**config.mk**
```make
export PLATFORM = sky130hd
export DESIGN_NAME = dram_refresh_sched
export DESIGN_NICKNAME = d
export VERILOG_FILES = /design/src/rtl/rfsh_pkg.sv /design/src/rtl/rfsh_interval.sv /design/src/rtl/rfsh_backlog.sv /design/src/rtl/rfsh_seq.sv /design/src/rtl/dram_refresh_sched.sv
export SDC_FILE = /design/constraint.sdc
export NUM_CORES = 1
export LEC_CHECK = 0
export ABC_CLOCK_PERIOD_IN_PS = 4950
export BUFFER_PORTS_ARGS = -buffer_cell sky130_fd_sc_hd__buf_4
export CORE_ASPECT_RATIO = 0.75
export CORE_MARGIN = 1.5
export CORE_UTILIZATION = 50
export DETAILED_ROUTE_END_ITERATION = 16
export PLACE_DENSITY_LB_ADDON = 0.25
export SLEW_MARGIN = 20
export SYNTH_ARGS = -nofsm -noshare
export SYNTH_HDL_FRONTEND = slang
export SYNTH_SLANG_ARGS = --single-unit
export TNS_END_PERCENT = 1
```
**constraint.sdc**
```tcl
create_clock -name clk -period 4.95 [get_ports clk]
set_input_delay 0.2475 -clock clk [delete_from_list [all_inputs] [get_ports clk]]
set_output_delay 0.2475 -clock clk [all_outputs]
set_load 0.005 [all_outputs]
```
**src/rtl/rfsh_pkg.sv**
```systemverilog
// Package: shared types and helpers for the refresh scheduler.
// Assumes: nothing beyond IEEE 1800-2017.
package rfsh_pkg;

    // Sequencer states for one refresh or self-refresh excursion.
    typedef enum logic [2:0] {
        ST_IDLE   = 3'd0,
        ST_CSET   = 3'd1,
        ST_RLOW   = 3'd2,
        ST_SRHOLD = 3'd3,
        ST_PRE    = 3'd4,
        ST_DONE   = 3'd5
    } rfsh_state_e;

    // Larger of two integers, used to size shared timers.
    function automatic int max_int(input int a, input int b);
        return (a > b) ? a : b;
    endfunction

endpackage

```
**src/rtl/rfsh_interval.sv**
```systemverilog
// Module: rfsh_interval
// Counts controller cycles and emits a one-cycle tick every ROW_INTERVAL
// cycles. The count is frozen while 'hold' is high and restarts from zero
// on 'restart'.
// Assumes: ROW_INTERVAL >= 2.
module rfsh_interval #(
    parameter int ROW_INTERVAL = 7812
) (
    input  logic clk,
    input  logic rst_n,
    input  logic hold,
    input  logic restart,
    output logic tick
);
    localparam int CW = $clog2(ROW_INTERVAL);

    logic [CW-1:0] cnt;

    // A tick is due when the last cycle of the interval is reached.
    assign tick = !hold && (cnt == CW'(ROW_INTERVAL - 1));

    // Interval counter: wraps on tick, freezes on hold, clears on restart.
    always_ff @(posedge clk) begin
        if (!rst_n || restart) begin
            cnt <= '0;
        end else if (!hold) begin
            cnt <= tick ? '0 : cnt + 1'b1;
        end
    end

endmodule

```
**src/rtl/rfsh_backlog.sv**
```systemverilog
// Module: rfsh_backlog
// Tracks the number of refreshes owed. A tick adds one (saturating at
// MAX_PEND), a serviced refresh removes one, and clear empties it.
// Assumes: served is never pulsed while the count is zero.
module rfsh_backlog #(
    parameter int MAX_PEND = 8
) (
    input  logic clk,
    input  logic rst_n,
    input  logic tick,
    input  logic served,
    input  logic clear,
    output logic owed,
    output logic urgent
);
    localparam int PW = $clog2(MAX_PEND + 1);
    localparam logic [PW-1:0] FULL = PW'(MAX_PEND);

    logic [PW-1:0] pend;

    assign owed   = (pend != '0);
    assign urgent = (pend == FULL);

    // Backlog counter update.
    always_ff @(posedge clk) begin
        if (!rst_n || clear) begin
            pend <= '0;
        end else begin
            unique case ({tick, served})
                2'b10:   pend <= (pend == FULL) ? pend : pend + 1'b1;
                2'b01:   pend <= (pend == '0) ? pend : pend - 1'b1;
                default: pend <= pend;
            endcase
        end
    end

    // a full backlog never exceeds its limit on another tick.
    a_r7_no_overflow: assert property (@(posedge clk) disable iff (!rst_n)
        (urgent && tick && !served && !clear) |=> urgent);

    // the count stays within its limit.
    a_r7_bound: assert property (@(posedge clk) disable iff (!rst_n)
        pend <= FULL);

    // a clear leaves nothing owed.
    a_r10_cleared: assert property (@(posedge clk) disable iff (!rst_n)
        clear |=> !owed);

endmodule

```
**src/rtl/rfsh_seq.sv**
```systemverilog
// Module: rfsh_seq
// Strobe sequencer. It requests the bus when a refresh is owed or self
// refresh is wanted. Once granted, it drives CAS low ahead of RAS, holds
// both, and releases them through a precharge, then pulses done. In self
// refresh, RAS is held until exit is asked and T_RASS has passed, and the
// precharge is then T_RPS long. The strobes are registered.
// Assumes: the arbiter keeps refresh_gnt high until done; all times >= 1.
module rfsh_seq
    import rfsh_pkg::*;
#(
    parameter int T_CSR  = 3,
    parameter int T_RAS  = 13,
    parameter int T_RP   = 8,
    parameter int T_RASS = 25000,
    parameter int T_RPS  = 28
) (
    input  logic clk,
    input  logic rst_n,
    input  logic owed,
    input  logic gnt,
    input  logic sr_enter,
    input  logic sr_exit,
    output logic req,
    output logic done,
    output logic served,
    output logic sr_done,
    output logic sr_busy,
    output logic sr_active,
    output logic ras_n,
    output logic cas_n
);
    localparam int TMAX = max_int(max_int(max_int(T_CSR, T_RAS), max_int(T_RP, T_RPS)), T_RASS);
    localparam int TW   = $clog2(TMAX + 1);
    localparam int LW   = $clog2(T_RASS + 2);

    rfsh_state_e   state, state_d;
    logic [TW-1:0] cnt, cnt_d;
    logic          sr_pend, sr_mode, exit_flag, start;

    // Next-state and timer logic for one excursion.
    always_comb begin
        state_d = state;
        cnt_d   = cnt;
        start   = 1'b0;
        unique case (state)
            ST_IDLE: begin
                if ((owed || sr_pend) && gnt) begin
                    state_d = ST_CSET;
                    cnt_d   = TW'(T_CSR - 1);
                    start   = 1'b1;
                end
            end
            ST_CSET: begin
                if (cnt != '0) begin
                    cnt_d = cnt - 1'b1;
                end else if (sr_mode) begin
                    state_d = ST_SRHOLD;
                    cnt_d   = TW'(T_RASS - 1);
                end else begin
                    state_d = ST_RLOW;
                    cnt_d   = TW'(T_RAS - 1);
                end
            end
            ST_RLOW: begin
                if (cnt != '0) begin
                    cnt_d = cnt - 1'b1;
                end else begin
                    state_d = ST_PRE;
                    cnt_d   = TW'(T_RP - 1);
                end
            end
            ST_SRHOLD: begin
                if (cnt != '0) begin
                    cnt_d = cnt - 1'b1;
                end else if (exit_flag || sr_exit) begin
                    state_d = ST_PRE;
                    cnt_d   = TW'(T_RPS - 1);
                end
            end
            ST_PRE: begin
                if (cnt != '0) begin
                    cnt_d = cnt - 1'b1;
                end else begin
                    state_d = ST_DONE;
                end
            end
            ST_DONE: state_d = ST_IDLE;
            default: state_d = ST_IDLE;
        endcase
    end

    // State, timer and registered strobe decode.
    always_ff @(posedge clk) begin
        if (!rst_n) begin
            state <= ST_IDLE;
            cnt   <= '0;
            ras_n <= 1'b1;
            cas_n <= 1'b1;
        end else begin
            state <= state_d;
            cnt   <= cnt_d;
            ras_n <= !(state_d inside {ST_RLOW, ST_SRHOLD});
            cas_n <= !(state_d inside {ST_CSET, ST_RLOW, ST_SRHOLD});
        end
    end

    // Self-refresh entry request: latched until an excursion takes it.
    always_ff @(posedge clk) begin
        if (!rst_n) begin
            sr_pend <= 1'b0;
        end else if (start && sr_pend) begin
            sr_pend <= 1'b0;
        end else if (sr_enter && !sr_busy) begin
            sr_pend <= 1'b1;
        end
    end

    // Kind of the current excursion, fixed at its start.
    always_ff @(posedge clk) begin
        if (!rst_n) begin
            sr_mode <= 1'b0;
        end else if (start) begin
            sr_mode <= sr_pend;
        end
    end

    // Exit request seen during the minimum hold, kept until it is honoured.
    always_ff @(posedge clk) begin
        if (!rst_n || state != ST_SRHOLD) begin
            exit_flag <= 1'b0;
        end else if (sr_exit) begin
            exit_flag <= 1'b1;
        end
    end

    assign req       = (state == ST_IDLE) ? (owed || sr_pend) : (state != ST_DONE);
    assign done      = (state == ST_DONE);
    assign served    = done && !sr_mode;
    assign sr_done   = done && sr_mode;
    assign sr_busy   = sr_mode && (state != ST_IDLE);
    assign sr_active = (state == ST_SRHOLD);

    // Checker counter: length of the current RAS low time.
    logic [LW-1:0] ras_low_len;
    always_ff @(posedge clk) begin
        if (!rst_n || ras_n) begin
            ras_low_len <= '0;
        end else if (ras_low_len != LW'(T_RASS + 1)) begin
            ras_low_len <= ras_low_len + 1'b1;
        end
    end

    // CAS was already low in the cycle before RAS falls.
    a_r4_cas_before_ras: assert property (@(posedge clk) disable iff (!rst_n)
        $fell(ras_n) |-> (!cas_n && $past(!cas_n)));

    // CAS only falls while the bus is granted.
    a_r3_grant_first: assert property (@(posedge clk) disable iff (!rst_n)
        $fell(cas_n) |-> $past(gnt));

    // both strobes release together.
    a_r6_release_together: assert property (@(posedge clk) disable iff (!rst_n)
        $rose(ras_n) |-> $rose(cas_n));

    // done is a single-cycle pulse.
    a_r6_done_pulse: assert property (@(posedge clk) disable iff (!rst_n)
        done |=> !done);

    // a self-refresh RAS low time is never shorter than T_RASS.
    a_r8_min_hold: assert property (@(posedge clk) disable iff (!rst_n)
        ($rose(ras_n) && $past(sr_active)) |-> (ras_low_len >= LW'(T_RASS)));

endmodule

```
**src/rtl/dram_refresh_sched.sv**
```systemverilog
// Module: dram_refresh_sched (top)
// Distributed CAS-before-RAS refresh scheduler with a self-refresh path.
// ROW_INTERVAL is derived from the retention period and the row count
// (2048 or 4096). It joins the interval timer, the owed-refresh backlog
// and the strobe sequencer.
// Assumes: the arbiter holds refresh_gnt from grant until refresh_done.
module dram_refresh_sched #(
    parameter int PERIOD_CYCLES = 32_000_000,
    parameter int ROW_COUNT     = 4096,
    parameter int MAX_PEND      = 8,
    parameter int T_CSR         = 3,
    parameter int T_RAS         = 13,
    parameter int T_RP          = 8,
    parameter int T_RASS        = 25000,
    parameter int T_RPS         = 28
) (
    input  logic clk,
    input  logic rst_n,
    input  logic refresh_gnt,
    input  logic sr_enter,
    input  logic sr_exit,
    output logic refresh_req,
    output logic refresh_urgent,
    output logic refresh_done,
    output logic sr_active,
    output logic ras_n,
    output logic cas_n,
    output logic we_n
);
    localparam int ROW_INTERVAL = PERIOD_CYCLES / ROW_COUNT;

    logic tick, owed, served, sr_done, sr_busy;

    // CBR ordering needs write enable high throughout.
    assign we_n = 1'b1;

    rfsh_interval #(
        .ROW_INTERVAL(ROW_INTERVAL)
    ) u_interval (
        .clk     (clk),
        .rst_n   (rst_n),
        .hold    (sr_busy),
        .restart (sr_done),
        .tick    (tick)
    );

    rfsh_backlog #(
        .MAX_PEND(MAX_PEND)
    ) u_backlog (
        .clk    (clk),
        .rst_n  (rst_n),
        .tick   (tick),
        .served (served),
        .clear  (sr_done),
        .owed   (owed),
        .urgent (refresh_urgent)
    );

    rfsh_seq #(
        .T_CSR  (T_CSR),
        .T_RAS  (T_RAS),
        .T_RP   (T_RP),
        .T_RASS (T_RASS),
        .T_RPS  (T_RPS)
    ) u_seq (
        .clk       (clk),
        .rst_n     (rst_n),
        .owed      (owed),
        .gnt       (refresh_gnt),
        .sr_enter  (sr_enter),
        .sr_exit   (sr_exit),
        .req       (refresh_req),
        .done      (refresh_done),
        .served    (served),
        .sr_done   (sr_done),
        .sr_busy   (sr_busy),
        .sr_active (sr_active),
        .ras_n     (ras_n),
        .cas_n     (cas_n)
    );

    // write enable never drops.
    a_r5_we_high: assert property (@(posedge clk) disable iff (!rst_n)
        we_n && $stable(we_n));

endmodule

```
==> results of run 1 <==
-- area by class of cell --
| class | count | area, sq um |
|---|---|---|
| Timing Repair Buffer | 10 | 75.1 |
| Inverter | 13 | 48.8 |
| Tap cell | 57 | 71.3 |
| Multi-Input combinational cell | 234 | 1460 |
| Fill cell | 416 | 1980 |
| Clock buffer | 8 | 90.1 |
| Sequential cell | 40 | 801 |
-- cell families after synthesis --
logic type	count (synthesis)
fa+ha+maj	7
compound gates	71
flops	40
buf+inv	25
xor+xnor	14
simple gates	140
mux	1
other cells	1
-- critical path, stage by stage (launching register included) --
cell and delay, ns:
dfxtp_1 0.50, o31ai_4 0.47, nand2_2 0.13, or4_4 0.59, ha_1 0.27, ha_1 0.30, a21o_1 0.18, a21oi_1 0.17
xnor2_1 0.13, nand2_1 0.08, xor2_1 0.15, nor2_1 0.05
-- per-stage QoR --
stage                     hold WS (ns)  utilization [%]  power (mW)  std cells
after global routing             0.275             56.3        1.62        362
after floorplan                  0.408                -        1.12        299
after detailed placement         0.470             54.3        1.27        354
after CTS                        0.264             56.3        1.50        362
final                            0.273             56.3        1.51        362
after global placement           0.459             54.3        1.26        354
-- worst max-delay path by stage --
| stage | startpoint | endpoint |
|---|---|---|
| after global placement | u_seq.state[1] | u_backlog.pend[3] |
| final | u_seq.state[1] | u_backlog.pend[3] |
| after detailed placement | u_seq.state[1] | u_backlog.pend[3] |
| after global routing | u_seq.state[1] | u_backlog.pend[3] |
| after floorplan | u_seq.state[1] | u_backlog.pend[3] |
| after CTS | u_seq.state[1] | u_backlog.pend[3] |
-- power by group through the flow --
| stage | clock (mW) | sequential (mW) | combinational, mW |
|---|---|---|---|
| 6_report | 0.224 | 0.451 | 0.830 |
| 5_1_grt | 0.241 | 0.462 | 0.913 |
| 4_1_cts | 0.232 | 0.449 | 0.820 |
| 3_5_place_dp | 0 | 0.456 | 0.811 |
| 3_3_place_gp | 0 | 0.454 | 0.802 |
| 2_1_floorplan | 0 | 0.420 | 0.698 |
-- Yosys cell counts, drive strengths merged --
master,instances
a2111oi,1
a211o,1
a211oi,2
a21o,3
a21oi,28
a31o,1
a31oi,6
a32oi,1
and2,4
and3,5
and4b,1
buf,5
clkbuf,7
conb,1
dfxtp,40
fa,1
ha,6
inv,13
mux2i,1
nand2,31
nand2b,1
nand3,12
nand4,5
nand4b,1
nor2,40
nor2b,2
nor3,11
nor3b,4
nor4,9
o211a,1
o211ai,4
o21ai,20
o221a,1
o31ai,2
or2,2
or3,7
or4,3
or4b,2
xnor2,4
xor2,10
-- flip-flops by register name (all words and copies together), names as in the netlist --
signal	cells
u_seq.sr_mode	1
u_seq.state	3
u_interval.cnt	13
u_seq.ras_n	1
u_seq.exit_flag	1
u_seq.cas_n	1
u_backlog.pend	4
u_seq.sr_pend	1
u_seq.cnt	15
-- per-layer routing --
layer	vias to the layer above	part of all wire (%)	wire length [um]
met5	-	0	0
met4	0	2.0	103
met3	12	4.9	249
met2	64	43	2190
met1	941	50	2580
li1	1080	-	-
==> results.sh, run 1 <==
export IMPL_status="finished, final reports clean"
export IMPL_fmax_mhz=321
export IMPL_gp_congestion=0.893
export IMPL_setup_viol=0
export IMPL_synthMuxAreaShare_pct=0.421
export IMPL_grt_usage_pct=21.9
export IMPL_worst_pin_slew_ns=0.641
export IMPL_post_route_period_util_pct=63.0
export IMPL_hold_violations=0
export IMPL_synth_top_area_share_pct=33.7
export IMPL_cts_setup_buffers=0
export IMPL_die_area_sq_um=5180
export IMPL_synthSimpleGateAreaFrac_pct=32.9
export IMPL_synth_top_family_by_area="simple AND/OR/NAND/NOR gates"
export IMPL_first_iter_violations=144
export IMPL_holdCritStartpoint="rst_n"
export IMPL_die_y_um=62.7
export IMPL_combPwrFrac_pct=55.1
export IMPL_portBuffers=10
export IMPL_ctsHoldBuffers=0
export IMPL_syn_inst=299
export IMPL_fin_crit_ns=3.12
export IMPL_final_common_cell="dfxtp_1"
export IMPL_wl_per_cell_um=14.1
export IMPL_grt_start_max_net_pins=20
export IMPL_ys_seq_area_share_pct=33.7
export IMPL_internal_power_uw=773
export IMPL_min_path_type="input pin to flop"
export IMPL_busiest_layer="met2"
export IMPL_p_seq_share_pct=30.0
export IMPL_use_met2_pct=32.1
export IMPL_skew_ns=0.00571
export IMPL_syn_nets=311
export IMPL_final_cell_mix="dfxtp_1 (40), nor2_1 (39), nand2_1 (30), a21oi_1 (27), o21ai_0 (16)"
export IMPL_drv_slew=0
export IMPL_power_net_switching_uw=732
export IMPL_grt_pass1_wl_um=8920
export IMPL_p_per_area_nw_per_um2=592
export IMPL_std_cell_rows=21
export IMPL_r2r_slack_ns=1.83
export IMPL_min_to="u_seq.state[0]"
export IMPL_synth_warnings=0
export IMPL_vias=2097
export IMPL_die_x_um=82.6
export IMPL_maxCapViolCount=0
export IMPL_regToRegEndpoint="u_backlog.pend[3]"
export IMPL_syn_area_sq_um=2380
export IMPL_syn_area_per_cell_sq_um=7.95
export IMPL_p_sw_share_pct=48.6
export IMPL_path_clk_slew_ns=0.07
export IMPL_ys_ff_latch=40
export IMPL_grt_use_met3_pct=5.26
export IMPL_antenna_diode_count=0
export IMPL_synth_xor_area_share_pct=5.16
export IMPL_use_met1_pct=31.0
export IMPL_ant_nets=0
export IMPL_rsz0062_at_grt="no"
export IMPL_path_class="flop to flop"
export IMPL_worstSkewPairLatency_ns=0.29
export IMPL_root_buffer="clkbuf_8"
export IMPL_synth_compound_area_share_pct=18.7
export IMPL_h_tree_depth=2
export IMPL_core_area_sq_um=4520
export IMPL_vdd_drop_max_mv=0.436
export IMPL_synth_adder_area_share_pct=4.00
export IMPL_synth_distinct_cells=59
export IMPL_clockPowerShare_pct=14.9
export IMPL_viasPerCell=5.79
export IMPL_cts_inserted_buffers=5
export IMPL_area_delta_synth_final_pct=7.06
export IMPL_relSlewSlack_pct=57.3
export IMPL_netlist_top_cell_by_area="dfxtp_1"
export IMPL_drt_wl_total_um=5120
export IMPL_grt_pass1_vias=1923
export IMPL_placed_area_sq_um=2450
export IMPL_r2r_start="u_seq.state[1]"
export IMPL_drc_errors=0
export IMPL_antenna_found_initial=0
export IMPL_worst_slack_ns=1.83
export IMPL_start_util_pct=52.6
export IMPL_startpoint_type="flop"
export IMPL_setup_tns_ns=0
export IMPL_end_kind="flop"
export IMPL_finish_instance_area_sq_um=2540
export IMPL_leakage_nw=0.979
export IMPL_clock_path_buffers=2
export IMPL_drtPass1Iterations=4
export IMPL_cts_sinks=40
export IMPL_hold_path_cell_count=2
export IMPL_synth_area_top_cells="dfxtp_1 (34%), nor2_1 (6.2%), a21oi_1 (5.7%), nand2_1 (4.7%), xor2_1 (3.7%)"
export IMPL_layout_drive_gt1_share_pct=11.8
export IMPL_cp_max_fo=19
export IMPL_worstPathRequired_ns=5.13
export IMPL_preCtsSetupSlack_ns=1.84
export IMPL_io_pins=12
export IMPL_post_cts_resize_count=0
export IMPL_cts_tree="done"
export IMPL_cp_data_arrival_time_ns=3.30
export IMPL_overflow=0
export IMPL_nets=316
export IMPL_r2r_worst_path_cells=11
export IMPL_hpwlAfterDp_um=3650
Note: power is estimated with default switching activity, not from simulation.
==> run 2, diff against run 1 <==
--- a/config.mk
+++ b/config.mk
@@ -5,7 +5,7 @@
 export SDC_FILE = /design/constraint.sdc
 export NUM_CORES = 1
 export LEC_CHECK = 0
-export ABC_CLOCK_PERIOD_IN_PS = 4950
+export ABC_CLOCK_PERIOD_IN_PS = 2970
 export BUFFER_PORTS_ARGS = -buffer_cell sky130_fd_sc_hd__buf_4
 export CORE_ASPECT_RATIO = 0.75
 export CORE_MARGIN = 1.5
==> constraint.sdc (replaced) <==
create_clock -name clk -period 2.97 [get_ports clk]
set_input_delay 0.1485 -clock clk [delete_from_list [all_inputs] [get_ports clk]]
set_output_delay 0.1485 -clock clk [all_outputs]
set_load 0.005 [all_outputs]
==> run 2 against run 1 <==
  * Register-to-register slack lost 1.6 ns
  * Non-clock buffer count grew 8
  * Critical path depth shrank 1
  * First-iteration DRC count shrank 29%
  * Combinational power grew 83%
  * Hold slack lost 0.11 ns
  * Flip-flop and latch count is the same
  * Worst setup slack lost 1.6 ns
  * Sequential share of layout area shrank 0.80 points
  * Total power grew 72%
  * Critical path type unchanged
  * Largest cell class unchanged
==> results.sh, run 2 (synthesis gave the netlist of run 1 again) <==
export IMPL_status="finished, final reports clean"
export IMPL_final_cell_mix="dfxtp_1 (40), nor2_1 (39), nand2_1 (30), a21oi_1 (26), buf_4 (18)"
export IMPL_post_route_period_util_pct=93.8
export IMPL_r2r_start="u_interval.cnt[2]"
export IMPL_hold_violations=0
export IMPL_r2r_slack_ns=0.18
export IMPL_h_tree_depth=2
export IMPL_finalPower_mw=2.59
export IMPL_grt_pass1_wl_um=8740
export IMPL_cp_max_fo=5
export IMPL_worstPathRequired_ns=3.15
export IMPL_overflow=0
export IMPL_cts_sinks=40
export IMPL_setup_tns_ns=0
export IMPL_p_per_area_nw_per_um2=994
export IMPL_start_util_pct=52.6
export IMPL_drtPass1Iterations=4
export IMPL_antenna_found_initial=0
export IMPL_die_y_um=62.7
export IMPL_drv_slew=0
export IMPL_largest_reg_flops=15
export IMPL_final_common_cell="dfxtp_1"
export IMPL_wl_per_cell_um=13.7
export IMPL_path_clk_slew_ns=0.08
export IMPL_clockPowerShare_pct=14.3
export IMPL_cts_tree="done"
export IMPL_power_net_switching_mw=1.22
export IMPL_grt_usage_pct=21.5
export IMPL_leakage_nw=1.02
export IMPL_die_area_sq_um=5180
export IMPL_startpoint="u_interval.cnt[2]"
export IMPL_startpoint_type="flop"
export IMPL_rsz0062_at_grt="no"
export IMPL_fin_crit_ns=2.79
export IMPL_hpwlAfterDp_um=3670
export IMPL_nets=324
export IMPL_skew_ns=0.00653
export IMPL_antenna_diode_count=0
export IMPL_maxCapViolCount=0
export IMPL_io_pins=12
export IMPL_relSlewSlack_pct=59.8
export IMPL_viasPerCell=5.64
export IMPL_reg_largest_list="u_seq.cnt: 15 flops, u_interval.cnt: 13 flops, u_backlog.pend: 4 flops"
export IMPL_ant_nets=0
export IMPL_end_kind="flop"
export IMPL_worst_pin_slew_ns=0.598
export IMPL_holdCritStartpoint="refresh_gnt"
export IMPL_worstSkewPairLatency_ns=0.29
export IMPL_drt_wl_total_um=5070
export IMPL_gp_congestion=0.877
export IMPL_internal_power_mw=1.37
export IMPL_cp_data_arrival_time_ns=2.96
export IMPL_fmax_mhz=359
export IMPL_drc_errors=0
export IMPL_min_path_type="input pin to flop"
export IMPL_combPwrFrac_pct=58.5
export IMPL_std_cell_rows=21
export IMPL_portBuffers=10
export IMPL_cts_inserted_buffers=5
export IMPL_layout_drive_gt1_share_pct=14.7
export IMPL_setup_viol=0
export IMPL_vdd_drop_max_mv=1.02
export IMPL_clock_path_buffers=2
export IMPL_multi_input_area_sq_um=1460
export IMPL_area_delta_synth_final_pct=9.85
export IMPL_ctsHoldBuffers=0
export IMPL_p_seq_share_pct=27.2
export IMPL_root_buffer="clkbuf_8"
export IMPL_path_class="flop to flop"
export IMPL_grt_pass1_vias=1874
export IMPL_grt_start_max_net_pins=19
export IMPL_core_area_sq_um=4520
export IMPL_die_x_um=82.6
export IMPL_fillers=419
export IMPL_first_iter_violations=102
export IMPL_p_sw_share_pct=47.2
export IMPL_register_area_sq_um=801
export IMPL_vias=2087
export IMPL_regMostFlops="u_seq.cnt"
==> run 2: final cells by class <==
class / instances / share of cell area, %
multi-input combinational: 234 / 56.1
inverter: 13 / 1.87
sequential: 40 / 30.7
tap: 57 / 2.73
timing repair buffer: 18 / 5.18
clock buffer: 8 / 3.45
==> run 2: what timing repair did <==
action                                  4_1_cts  5_1_grt
resized for setup                             0        2
endpoints found under the setup margin        0        1
setup buffers                                 0        0
==> run 2: layer usage <==
metal	wire (um)	track usage, %	up-vias
li1	-	-	1089
met1	2640	32.1	960
met2	2200	30.6	36
met3	196	4.38	2
met4	34	6.67	0
met5	0	0	-
==> run 2: worst max-delay path, stage by stage, from the launching register on <==
cell and delay, ns:
dfxtp_1 0.35, or4b_2 0.64, or4_4 0.47, ha_2 0.23
ha_1 0.28, a21o_1 0.19, a21oi_2 0.14, xnor2_1 0.12
nand2_1 0.08, xor2_1 0.14, nor2_1 0.05
==> run 2: power by group through the flow <==
stage | logic, mW | clock network, mW | registers (mW)
after floorplan | 1.16 | 0 | 0.700
after global placement | 1.48 | 0 | 0.715
after detailed placement | 1.50 | 0 | 0.717
after CTS | 1.50 | 0.388 | 0.705
after global routing | 1.69 | 0.408 | 0.719
final | 1.52 | 0.372 | 0.706
==> run 2: path summary, 6_finish.rpt <==
path,end,cells past startpoint
worst max-delay path,u_backlog.pend[3],10
worst min register to register,u_interval.cnt[1],2
worst min-delay path,u_seq.sr_mode,3
worst max register to register,u_backlog.pend[3],10
==> run 2: through the flow <==
step	area [sq um]	util (%)	cells	hold slack, ns	setup WS [ns]
2_1_floorplan	2380	-	299	0.309	0.199
3_3_place_gp	2510	55.6	362	0.465	0.174
3_5_place_dp	2510	55.6	362	0.465	0.129
4_1_cts	2600	57.6	370	0.154	0.122
5_1_grt	2610	57.8	370	0.161	0.0289
6_report	2610	57.8	370	0.165	0.185
